===== config.mk =====
export PLATFORM = sky130hd
export DESIGN_NAME = cpu_status_reg
export DESIGN_NICKNAME = d
export VERILOG_FILES = /design/src/rtl/flag_pkg.sv /design/src/rtl/flag_nz_eval.sv /design/src/rtl/flag_byte_io.sv /design/src/rtl/flag_next_sel.sv /design/src/rtl/cpu_status_reg.sv
export SDC_FILE = /design/constraint.sdc
export NUM_CORES = 1
export LEC_CHECK = 0
export BUFFER_PORTS_ARGS = -buffer_cell sky130_fd_sc_hd__buf_2
export CORE_MARGIN = 2
export CORE_UTILIZATION = 39
export CTS_CLUSTER_SIZE = 16
export DETAILED_ROUTE_END_ITERATION = 12
export GPL_TIMING_DRIVEN = 0
export HOLD_SLACK_MARGIN = 0.1
export PLACE_DENSITY = 0.83
export SYNTH_ARGS = -nofsm -noshare
export SYNTH_HDL_FRONTEND = slang
export SYNTH_SLANG_ARGS = --single-unit

===== constraint.sdc =====
create_clock -name clk -period 1.65 [get_ports clk]
set_input_delay 0.0825 -clock clk [delete_from_list [all_inputs] [get_ports clk]]
set_output_delay 0.0825 -clock clk [all_outputs]
set_load 0.05 [all_outputs]

===== src/rtl/flag_pkg.sv =====
package flag_pkg;

  // Width of the saved or restored status image; the bit layout is fixed.
  localparam int STAT_W = 8;

  // Bit positions inside the status image
  localparam int BP_N   = 7;
  localparam int BP_V   = 6;
  localparam int BP_ONE = 5;
  localparam int BP_B   = 4;
  localparam int BP_D   = 3;
  localparam int BP_I   = 2;
  localparam int BP_Z   = 1;
  localparam int BP_C   = 0;

  typedef enum logic [3:0] {
    OPC_HOLD   = 4'd0,
    OPC_ADDSUB = 4'd1,
    OPC_CMP    = 4'd2,
    OPC_SHIFT  = 4'd3,
    OPC_VALUE  = 4'd4,
    OPC_BIT    = 4'd5,
    OPC_SET_C  = 4'd6,
    OPC_CLR_C  = 4'd7,
    OPC_SET_I  = 4'd8,
    OPC_CLR_I  = 4'd9,
    OPC_SET_D  = 4'd10,
    OPC_CLR_D  = 4'd11,
    OPC_CLR_V  = 4'd12,
    OPC_PULL   = 4'd13
  } op_class_e;

  typedef struct packed {
    logic n;
    logic v;
    logic d;
    logic i;
    logic z;
    logic c;
  } flags_t;

  localparam flags_t FLAGS_RST = '{n: 1'b0, v: 1'b0, d: 1'b0, i: 1'b1, z: 1'b0, c: 1'b0};

  // Status image built from stored flags and the save cause
  function automatic logic [STAT_W-1:0] pack_image(input flags_t f, input logic insn_cause);
    logic [STAT_W-1:0] img;
    img         = '0;
    img[BP_N]   = f.n;
    img[BP_V]   = f.v;
    img[BP_ONE] = 1'b1;
    img[BP_B]   = insn_cause;
    img[BP_D]   = f.d;
    img[BP_I]   = f.i;
    img[BP_Z]   = f.z;
    img[BP_C]   = f.c;
    return img;
  endfunction

  // Stored flags recovered from a status image; bits 5 and 4 are dropped
  function automatic flags_t unpack_image(input logic [STAT_W-1:0] img);
    flags_t f;
    f.n = img[BP_N];
    f.v = img[BP_V];
    f.d = img[BP_D];
    f.i = img[BP_I];
    f.z = img[BP_Z];
    f.c = img[BP_C];
    return f;
  endfunction

endpackage


===== src/rtl/flag_nz_eval.sv =====
module flag_nz_eval #(
  parameter int DATA_W = 8
) (
  input  logic [DATA_W-1:0] value_i,
  output logic              neg_o,
  output logic              zero_o
);
  localparam int MSB = DATA_W - 1;

  assign neg_o  = value_i[MSB];
  assign zero_o = (value_i == '0);
endmodule


===== src/rtl/flag_byte_io.sv =====
module flag_byte_io
  import flag_pkg::*;
(
  input  flags_t              cur_i,
  input  logic                insn_cause_i,
  input  logic [STAT_W-1:0]   pull_byte_i,
  output logic [STAT_W-1:0]   push_byte_o,
  output flags_t              pulled_o
);
  assign push_byte_o = pack_image(cur_i, insn_cause_i);
  assign pulled_o    = unpack_image(pull_byte_i);
endmodule


===== src/rtl/flag_next_sel.sv =====
module flag_next_sel
  import flag_pkg::*;
(
  input  flags_t    cur_i,
  input  logic      en_i,
  input  op_class_e op_i,
  input  logic      res_neg_i,
  input  logic      res_zero_i,
  input  logic      alu_carry_i,
  input  logic      alu_ovf_i,
  input  logic      shift_out_i,
  input  logic      bit_n_i,
  input  logic      bit_v_i,
  input  flags_t    pulled_i,
  output flags_t    next_o,
  output logic      upd_nz_o,
  output logic      upd_c_o,
  output logic      upd_v_o
);
  always_comb begin
    next_o   = cur_i;
    upd_nz_o = 1'b0;
    upd_c_o  = 1'b0;
    upd_v_o  = 1'b0;
    if (en_i) begin
      case (op_i)
        OPC_ADDSUB: begin
          next_o.n = res_neg_i;
          next_o.z = res_zero_i;
          next_o.c = alu_carry_i;
          next_o.v = alu_ovf_i;
          upd_nz_o = 1'b1;
          upd_c_o  = 1'b1;
          upd_v_o  = 1'b1;
        end
        OPC_CMP: begin
          next_o.n = res_neg_i;
          next_o.z = res_zero_i;
          next_o.c = alu_carry_i;
          upd_nz_o = 1'b1;
          upd_c_o  = 1'b1;
        end
        OPC_SHIFT: begin
          next_o.n = res_neg_i;
          next_o.z = res_zero_i;
          next_o.c = shift_out_i;
          upd_nz_o = 1'b1;
          upd_c_o  = 1'b1;
        end
        OPC_VALUE: begin
          next_o.n = res_neg_i;
          next_o.z = res_zero_i;
          upd_nz_o = 1'b1;
        end
        OPC_BIT: begin
          next_o.n = bit_n_i;
          next_o.v = bit_v_i;
          next_o.z = res_zero_i;
          upd_nz_o = 1'b1;
          upd_v_o  = 1'b1;
        end
        OPC_SET_C: begin next_o.c = 1'b1; upd_c_o = 1'b1; end
        OPC_CLR_C: begin next_o.c = 1'b0; upd_c_o = 1'b1; end
        OPC_SET_I: next_o.i = 1'b1;
        OPC_CLR_I: next_o.i = 1'b0;
        OPC_SET_D: next_o.d = 1'b1;
        OPC_CLR_D: next_o.d = 1'b0;
        OPC_CLR_V: begin next_o.v = 1'b0; upd_v_o = 1'b1; end
        OPC_PULL: begin
          next_o   = pulled_i;
          upd_nz_o = 1'b1;
          upd_c_o  = 1'b1;
          upd_v_o  = 1'b1;
        end
        default: ;
      endcase
    end
  end
endmodule


===== src/rtl/cpu_status_reg.sv =====
module cpu_status_reg
  import flag_pkg::*;
#(
  parameter int DATA_W = 8
) (
  input  logic              clk,
  input  logic              rst_n,
  input  logic              op_en,
  input  logic [3:0]        op_class,
  input  logic [DATA_W-1:0] alu_result,
  input  logic              alu_carry,
  input  logic              alu_ovf,
  input  logic              shift_out,
  input  logic [DATA_W-1:0] bit_operand,
  input  logic [STAT_W-1:0] pull_byte,
  input  logic              push_is_insn,
  output logic              flag_n,
  output logic              flag_v,
  output logic              flag_d,
  output logic              flag_i,
  output logic              flag_z,
  output logic              flag_c,
  output logic [STAT_W-1:0] push_byte
);
  localparam int BIT_N_POS = DATA_W - 1;
  localparam int BIT_V_POS = DATA_W - 2;

  op_class_e op_e;
  flags_t    flags_q;
  flags_t    flags_d;
  flags_t    pulled;
  logic      res_neg;
  logic      res_zero;
  logic      upd_nz;
  logic      upd_c;
  logic      upd_v;

  assign op_e = op_class_e'(op_class);

  flag_nz_eval #(.DATA_W(DATA_W)) nz_i (
    .value_i (alu_result),
    .neg_o   (res_neg),
    .zero_o  (res_zero)
  );

  flag_byte_io io_i (
    .cur_i        (flags_q),
    .insn_cause_i (push_is_insn),
    .pull_byte_i  (pull_byte),
    .push_byte_o  (push_byte),
    .pulled_o     (pulled)
  );

  flag_next_sel sel_i (
    .cur_i       (flags_q),
    .en_i        (op_en),
    .op_i        (op_e),
    .res_neg_i   (res_neg),
    .res_zero_i  (res_zero),
    .alu_carry_i (alu_carry),
    .alu_ovf_i   (alu_ovf),
    .shift_out_i (shift_out),
    .bit_n_i     (bit_operand[BIT_N_POS]),
    .bit_v_i     (bit_operand[BIT_V_POS]),
    .pulled_i    (pulled),
    .next_o      (flags_d),
    .upd_nz_o    (upd_nz),
    .upd_c_o     (upd_c),
    .upd_v_o     (upd_v)
  );

  always_ff @(posedge clk or negedge rst_n) begin
    if (!rst_n) flags_q <= FLAGS_RST;
    else        flags_q <= flags_d;
  end

  assign flag_n = flags_q.n;
  assign flag_v = flags_q.v;
  assign flag_d = flags_q.d;
  assign flag_i = flags_q.i;
  assign flag_z = flags_q.z;
  assign flag_c = flags_q.c;

  // an idle cycle leaves every flag where it was
  a_r11_idle_hold: assert property (@(posedge clk) disable iff (!rst_n)
    !op_en |=> $stable(flags_q));

  // carry moves only in cycles that select a carry writer
  a_r7_c_only_when_selected: assert property (@(posedge clk) disable iff (!rst_n)
    !upd_c |=> $stable(flag_c));

  // overflow moves only in cycles that select an overflow writer
  a_r10_v_only_when_selected: assert property (@(posedge clk) disable iff (!rst_n)
    !upd_v |=> $stable(flag_v));

  // N and Z move only for result-bearing, bit-test or restore classes
  a_r7_nz_only_when_selected: assert property (@(posedge clk) disable iff (!rst_n)
    !upd_nz |=> $stable({flag_n, flag_z}));

  // overflow can only rise after add/subtract, bit test or restore
  a_r10_v_rise_source: assert property (@(posedge clk) disable iff (!rst_n)
    $rose(flag_v) |-> $past(op_en && (op_e == OPC_ADDSUB || op_e == OPC_BIT || op_e == OPC_PULL)));

  // the clear command leaves overflow low
  a_r10_clear_v: assert property (@(posedge clk) disable iff (!rst_n)
    (op_en && op_e == OPC_CLR_V) |=> !flag_v);

  // bit test copies operand's top two bits
  a_r8_bit_copies_nv: assert property (@(posedge clk) disable iff (!rst_n)
    (op_en && op_e == OPC_BIT) |=>
      (flag_n == $past(bit_operand[BIT_N_POS]) && flag_v == $past(bit_operand[BIT_V_POS])));

  // shift places the shifted-out bit in carry
  a_r6_shift_carry: assert property (@(posedge clk) disable iff (!rst_n)
    (op_en && op_e == OPC_SHIFT) |=> flag_c == $past(shift_out));

  // a restored image comes back out of the saved image unchanged except bits 5 and 4
  a_r3_restore_roundtrip: assert property (@(posedge clk) disable iff (!rst_n)
    (op_en && op_e == OPC_PULL) |=>
      (push_byte[7:6] == $past(pull_byte[7:6]) && push_byte[3:0] == $past(pull_byte[3:0])));

endmodule


# Word-level counts from Yosys, hierarchy flattened
# Index checks and enable logic that the tools add are counted.
# W data, S select, Z words.
[totals]
reg_bits = 6
input_bits = 35
wordCells = 41
[classes]
n_eq_ne = 13
n_mux = 6
n_reduce_logical = 16
[op_table]
columns = ["op", "n"]
rows = [
  ["$eq A4 B4 Y1 const B", 6],
  ["$eq A4 B3 Y1 const B", 4],
  ["$reduce_and A2 Y1", 6],
  ["$pmux W1 S3", 3],
  ["$reduce_bool A3 Y1", 3],
  ["$eq A4 B2 Y1 const B", 2],
  ["$logic_not A8 Y1", 1],
  ["$pmux W1 S5", 1],
  ["$reduce_bool A5 Y1", 1],
  ["$reduce_or A5 Y1", 1],
  ["$eq A4 B1 Y1 const B", 1],
  ["$pmux W1 S4", 1],
  ["$reduce_bool A4 Y1", 1],
  ["$reduce_or A4 Y1", 1],
  ["$pmux W1 S2", 1],
  ["$reduce_bool A2 Y1", 1],
  ["$reduce_or A2 Y1", 1],
]

# Depth between registers and ports, before layout
[depth]
ltp_word = 4
depth_mapped = 5
ltp_nobuf = 4

# Modules after synthesis
# From an unflattened synthesis, not the netlist that was laid out.
[unflattened]
hier_cells = 81
area_unflattened_um2 = 674.4
[modules_own_cells]
columns = ["module", "instances", "cells_per_inst", "area_per_inst_um2", "seq_area_each_um2"]
rows = [
  ["flag_next_sel", 1, 56, 387.9, 0.0],
  ["cpu_status_reg", 1, 6, 151.4, 151.4],
  ["flag_byte_io", 1, 15, 108.9, 0.0],
  ["flag_nz_eval", 1, 4, 26.3, 0.0],
]

# Worst setup path before layout
# OpenSTA, ideal clock, no wires.
[synth_path]
kind = "reg-to-reg"
start = "register flag_d (netlist name)"
end = "register flags_q, in the netlist flag_d"
t_arrival_ns = 0.931
required_ns = 1.510
setup_slack_ns = 0.580
stages_incl_launch_ff = 3
n_path_buf = 0
synth_period_minus_slack_ns = 1.070
path_cell_list = "dfrtp_1 > a41oi_1 > o221ai_1"
[synth_rtl]
columns = ["item", "line_no", "source"]
rows = [
  ["end signal, assigned", "cpu_status_reg.sv:74", "else flags_q <= flags_d;"],
  ["end, declared", "cpu_status_reg.sv:29", "flags_t flags_q;"],
]

# Worst setup path in the final report
[layout_path]
start = "register flags_q, in the netlist flag_i"
end = "output push_byte[2]"
[layout_rtl]
columns = ["item", "line_no", "source"]
rows = [
  ["end, declared", "cpu_status_reg.sv:23", "output logic [STAT_W-1:0] push_byte"],
]
# No word-level cell between the ends.

==> results.py <==
metrics = {
    "drt": {
        "first_pass_iters": 4,
        "viasPerCell": 5.06,
        "wl_per_cell_um": 10.8,
        "dr.first_iter.drc_count": 29,
        "wirelength_um": 1430,
        "dr_total_vias": 668,
        "ant_nets": 0,
        "drcViolationCount": 0,
    },
    "sta": {
        "period_share_pct": 73.3,
        "fin_crit_ns": 1.21,
        "hold_viol_final": 0,
        "fin_skew_ns": 0,
        "finalSetupViolations": 0,
        "hold_ws_ns": 0.141,
        "max_clock_freq_ghz": 0.826,
        "drv_slew": 0,
        "final.setup.tns_ns": 0,
        "grt_setup_unrepaired": "no",
    },
    "critical_path": {
        "crit_chain": "buf_4 -> buf_2",
        "path_buf_inv": 2,
        "r2r_start": "flag_d",
        "arrival_ns": 1.13,
        "cp_max_fo": 3,
        "cp.required_ns": 1.57,
        "startpoint_type": "flop",
        "cp-startpoint": "flag_i",
        "path_delay_family": "flip-flops",
        "worstSetupEndpoint": "push_byte[2]",
        "end_kind": "output port",
        "cp_num_cells": 2,
        "ff2ff_path_depth": 2,
        "r2r_slack_ns": 0.79,
        "r2r-end": "flag_d",
        "criticalPathCategory": "reg2out",
        "critPathMaxStageDelay_ns": 0.54,
        "cpMaxStageDelayCell": "dfstp_2",
    },
    "finish": {
        "drive_gt1_share_pct": 47.0,
        "synthToLayoutAreaGrowth_pct": 45.9,
        "antenna_cells": 0,
        "final_nets": 153,
    },
    "clocking": {
        "cts_tree": "yes",
        "root_buffer": "clkbuf_4",
        "clk_latency_ns": 0.25,
        "htreeDepth": 1,
        "cts.path.max_buffers": 2,
        "numCtsBuffers": 3,
        "cts.sinks": 6,
        "path_clk_slew_ns": 0.05,
        "cts_resized": 0,
    },
    "logic_synthesis": {
        "ys_seq_elements": 6,
        "synth_area_per_cell_sq_um": 7.61,
        "synthFlopType": "dfrtp_1",
        "syn-num-nets": 108,
        "synth_warnings": 0,
        "syn_area_sq_um": 556,
        "yosysUniqueCellTypes": 30,
        "yosysSeqAreaShare_pct": 27.3,
        "synth_edf_count": 0,
        "yosysTopAreaCell": "dfrtp_1",
        "synth.most_common_cell": "nand2_1",
        "synth_common_cells": "nand2_1 (11), buf_4 (10), nor2_1 (8)",
        "synth_top_cell_area_share_pct": 22.5,
        "synthTopCellsByArea": "dfrtp_1 (23%), buf_4 (14%), nand2_1 (7.4%)",
        "ys_async_sr_fraction_pct": 100,
        "syn_inst": 73,
    },
    "power": {
        "p_int_mw": 0.391,
        "peakVddDrop_v": 0.000293,
        "seqPwrFrac_pct": 26.5,
        "power_frac_clock_pct": 20.6,
        "power.density_nw_per_um2": 899,
        "leakage_nw": 0.419,
        "pwr-share-comb_pct": 52.9,
        "p_sw_share_pct": 46.4,
        "p_switching_mw": 0.338,
    },
    "floorplanning": {
        "fp.dieW_um": 41.7,
        "die-area_sq_um": 1740,
        "fp.coreArea_sq_um": 1320,
        "start_util_pct": 42.2,
        "rows": 13,
        "num_io_pins": 49,
        "die_h_um": 41.7,
    },
    "status": {
        "status": "complete, no violations",
    },
    "job": {
        "drv_cap": 0,
    },
    "hold_path": {
        "hold_depth": 3,
        "hp-class": "in2reg",
    },
    "grt": {
        "grt_usage_pct": 18.3,
        "grt_max_degree": 11,
        "grt_pass1_wl_um": 2520,
        "grt_pass1_vias": 592,
        "antenna_found_initial": 0,
        "overflow": 0,
    },
    "placed_design": {
        "port_buffers": 38,
        "gp_congestion": 0.764,
        "dpl.hpwl_um": 1140,
    },
}
==> metrics by stage <==
step	power [mW]	cell area, sq um	util, %	worst slack [ns]	cells
final	0.729	811	61.5	0.440	132
after global routing	0.770	811	61.5	0.411	132
after floorplan	0.480	556	-	0.580	73
after CTS	0.732	811	61.5	0.435	132
after global placement	0.570	764	58.0	0.408	126
after detailed placement	0.577	764	58.0	0.373	126
==> power groups by stage <==
stage	registers (mW)	logic (mW)	clock network [mW]
floorplan	0.277	0.203	0
CTS	0.193	0.386	0.153
finish	0.193	0.385	0.150
detailed placement	0.195	0.381	0
global route	0.197	0.404	0.168
global placement	0.194	0.377	0
==> worst reg2reg max path, delay by kind of cell, from the launching register on <==
kind	cells	cell delay, ns
compound gates	2	0.32
flops	1	0.41
==> per-layer routing <==
layer / routed length (um) / share of wire [%] / vias to the layer above / GRT usage (%)
met5: 0 / 0 / - / 0
met4: 32 / 2.2 / 0 / 9.68
met3: 67 / 4.7 / 5 / 4.35
met2: 703 / 49 / 18 / 28.4
met1: 628 / 44 / 306 / 23.1
li1: - / - / 339 / -
==> state kept, by name, indices dropped and copies added, names as in the netlist <==
name,flops
flag_d,1
flag_c,1
flag_i,1
flag_v,1
flag_n,1
flag_z,1
==> timing repair <==
action,CTS,global route
endpoints found under the hold margin,7,0
hold buffers,2,0
setup buffers,0,0
==> worst min path at each step <==
stage,start,endpoint,slack [ns]
detailed placement,rst_n,flag_n,-0.08
global placement,rst_n,flag_n,-0.09
global route,pull_byte[1],flag_z,0.16
CTS,op_en,flag_c,0.14
floorplan,rst_n,flag_c,-0.21
finish,pull_byte[0],flag_c,0.14
==> cells in the final DEF (no fill, tap or decap), types with 2 or more instances in the layout <==
cell type	instances
dlygate4sd3_1	2
nor2_1	8
dfrtp_1	5
o22ai_1	2
buf_2	40
nand2_1	11
a41oi_1	2
mux2_1	2
nand2b_1	4
a21oi_1	3
clkbuf_4	3
nand3_1	2
nor4_1	2
buf_4	10
o21ai_0	3
==> cells by family (layout without fill, tap and decap cells) <==
group	count (synthesis)	count (layout)	share of synthesized area (%)
buffers and inverters	14	58	16.7
other	1	1	0.675
flip-flops	6	6	27.3
AO/OA/AOI/OAI	18	18	22.7
multiplexers	2	2	4.05
AND/OR/NAND/NOR	32	32	28.6
==> final cells by class <==
class                      count  area, sq um
inverter                       2         7.51
buffer                        12         85.1
tap                           15         18.8
sequential                     6          151
multi-input combinational     53          312
fill                         120          507
timing repair buffer          40          210
clock buffer                   4         26.3
No activity file was read; power rests on OpenSTA's default activity.
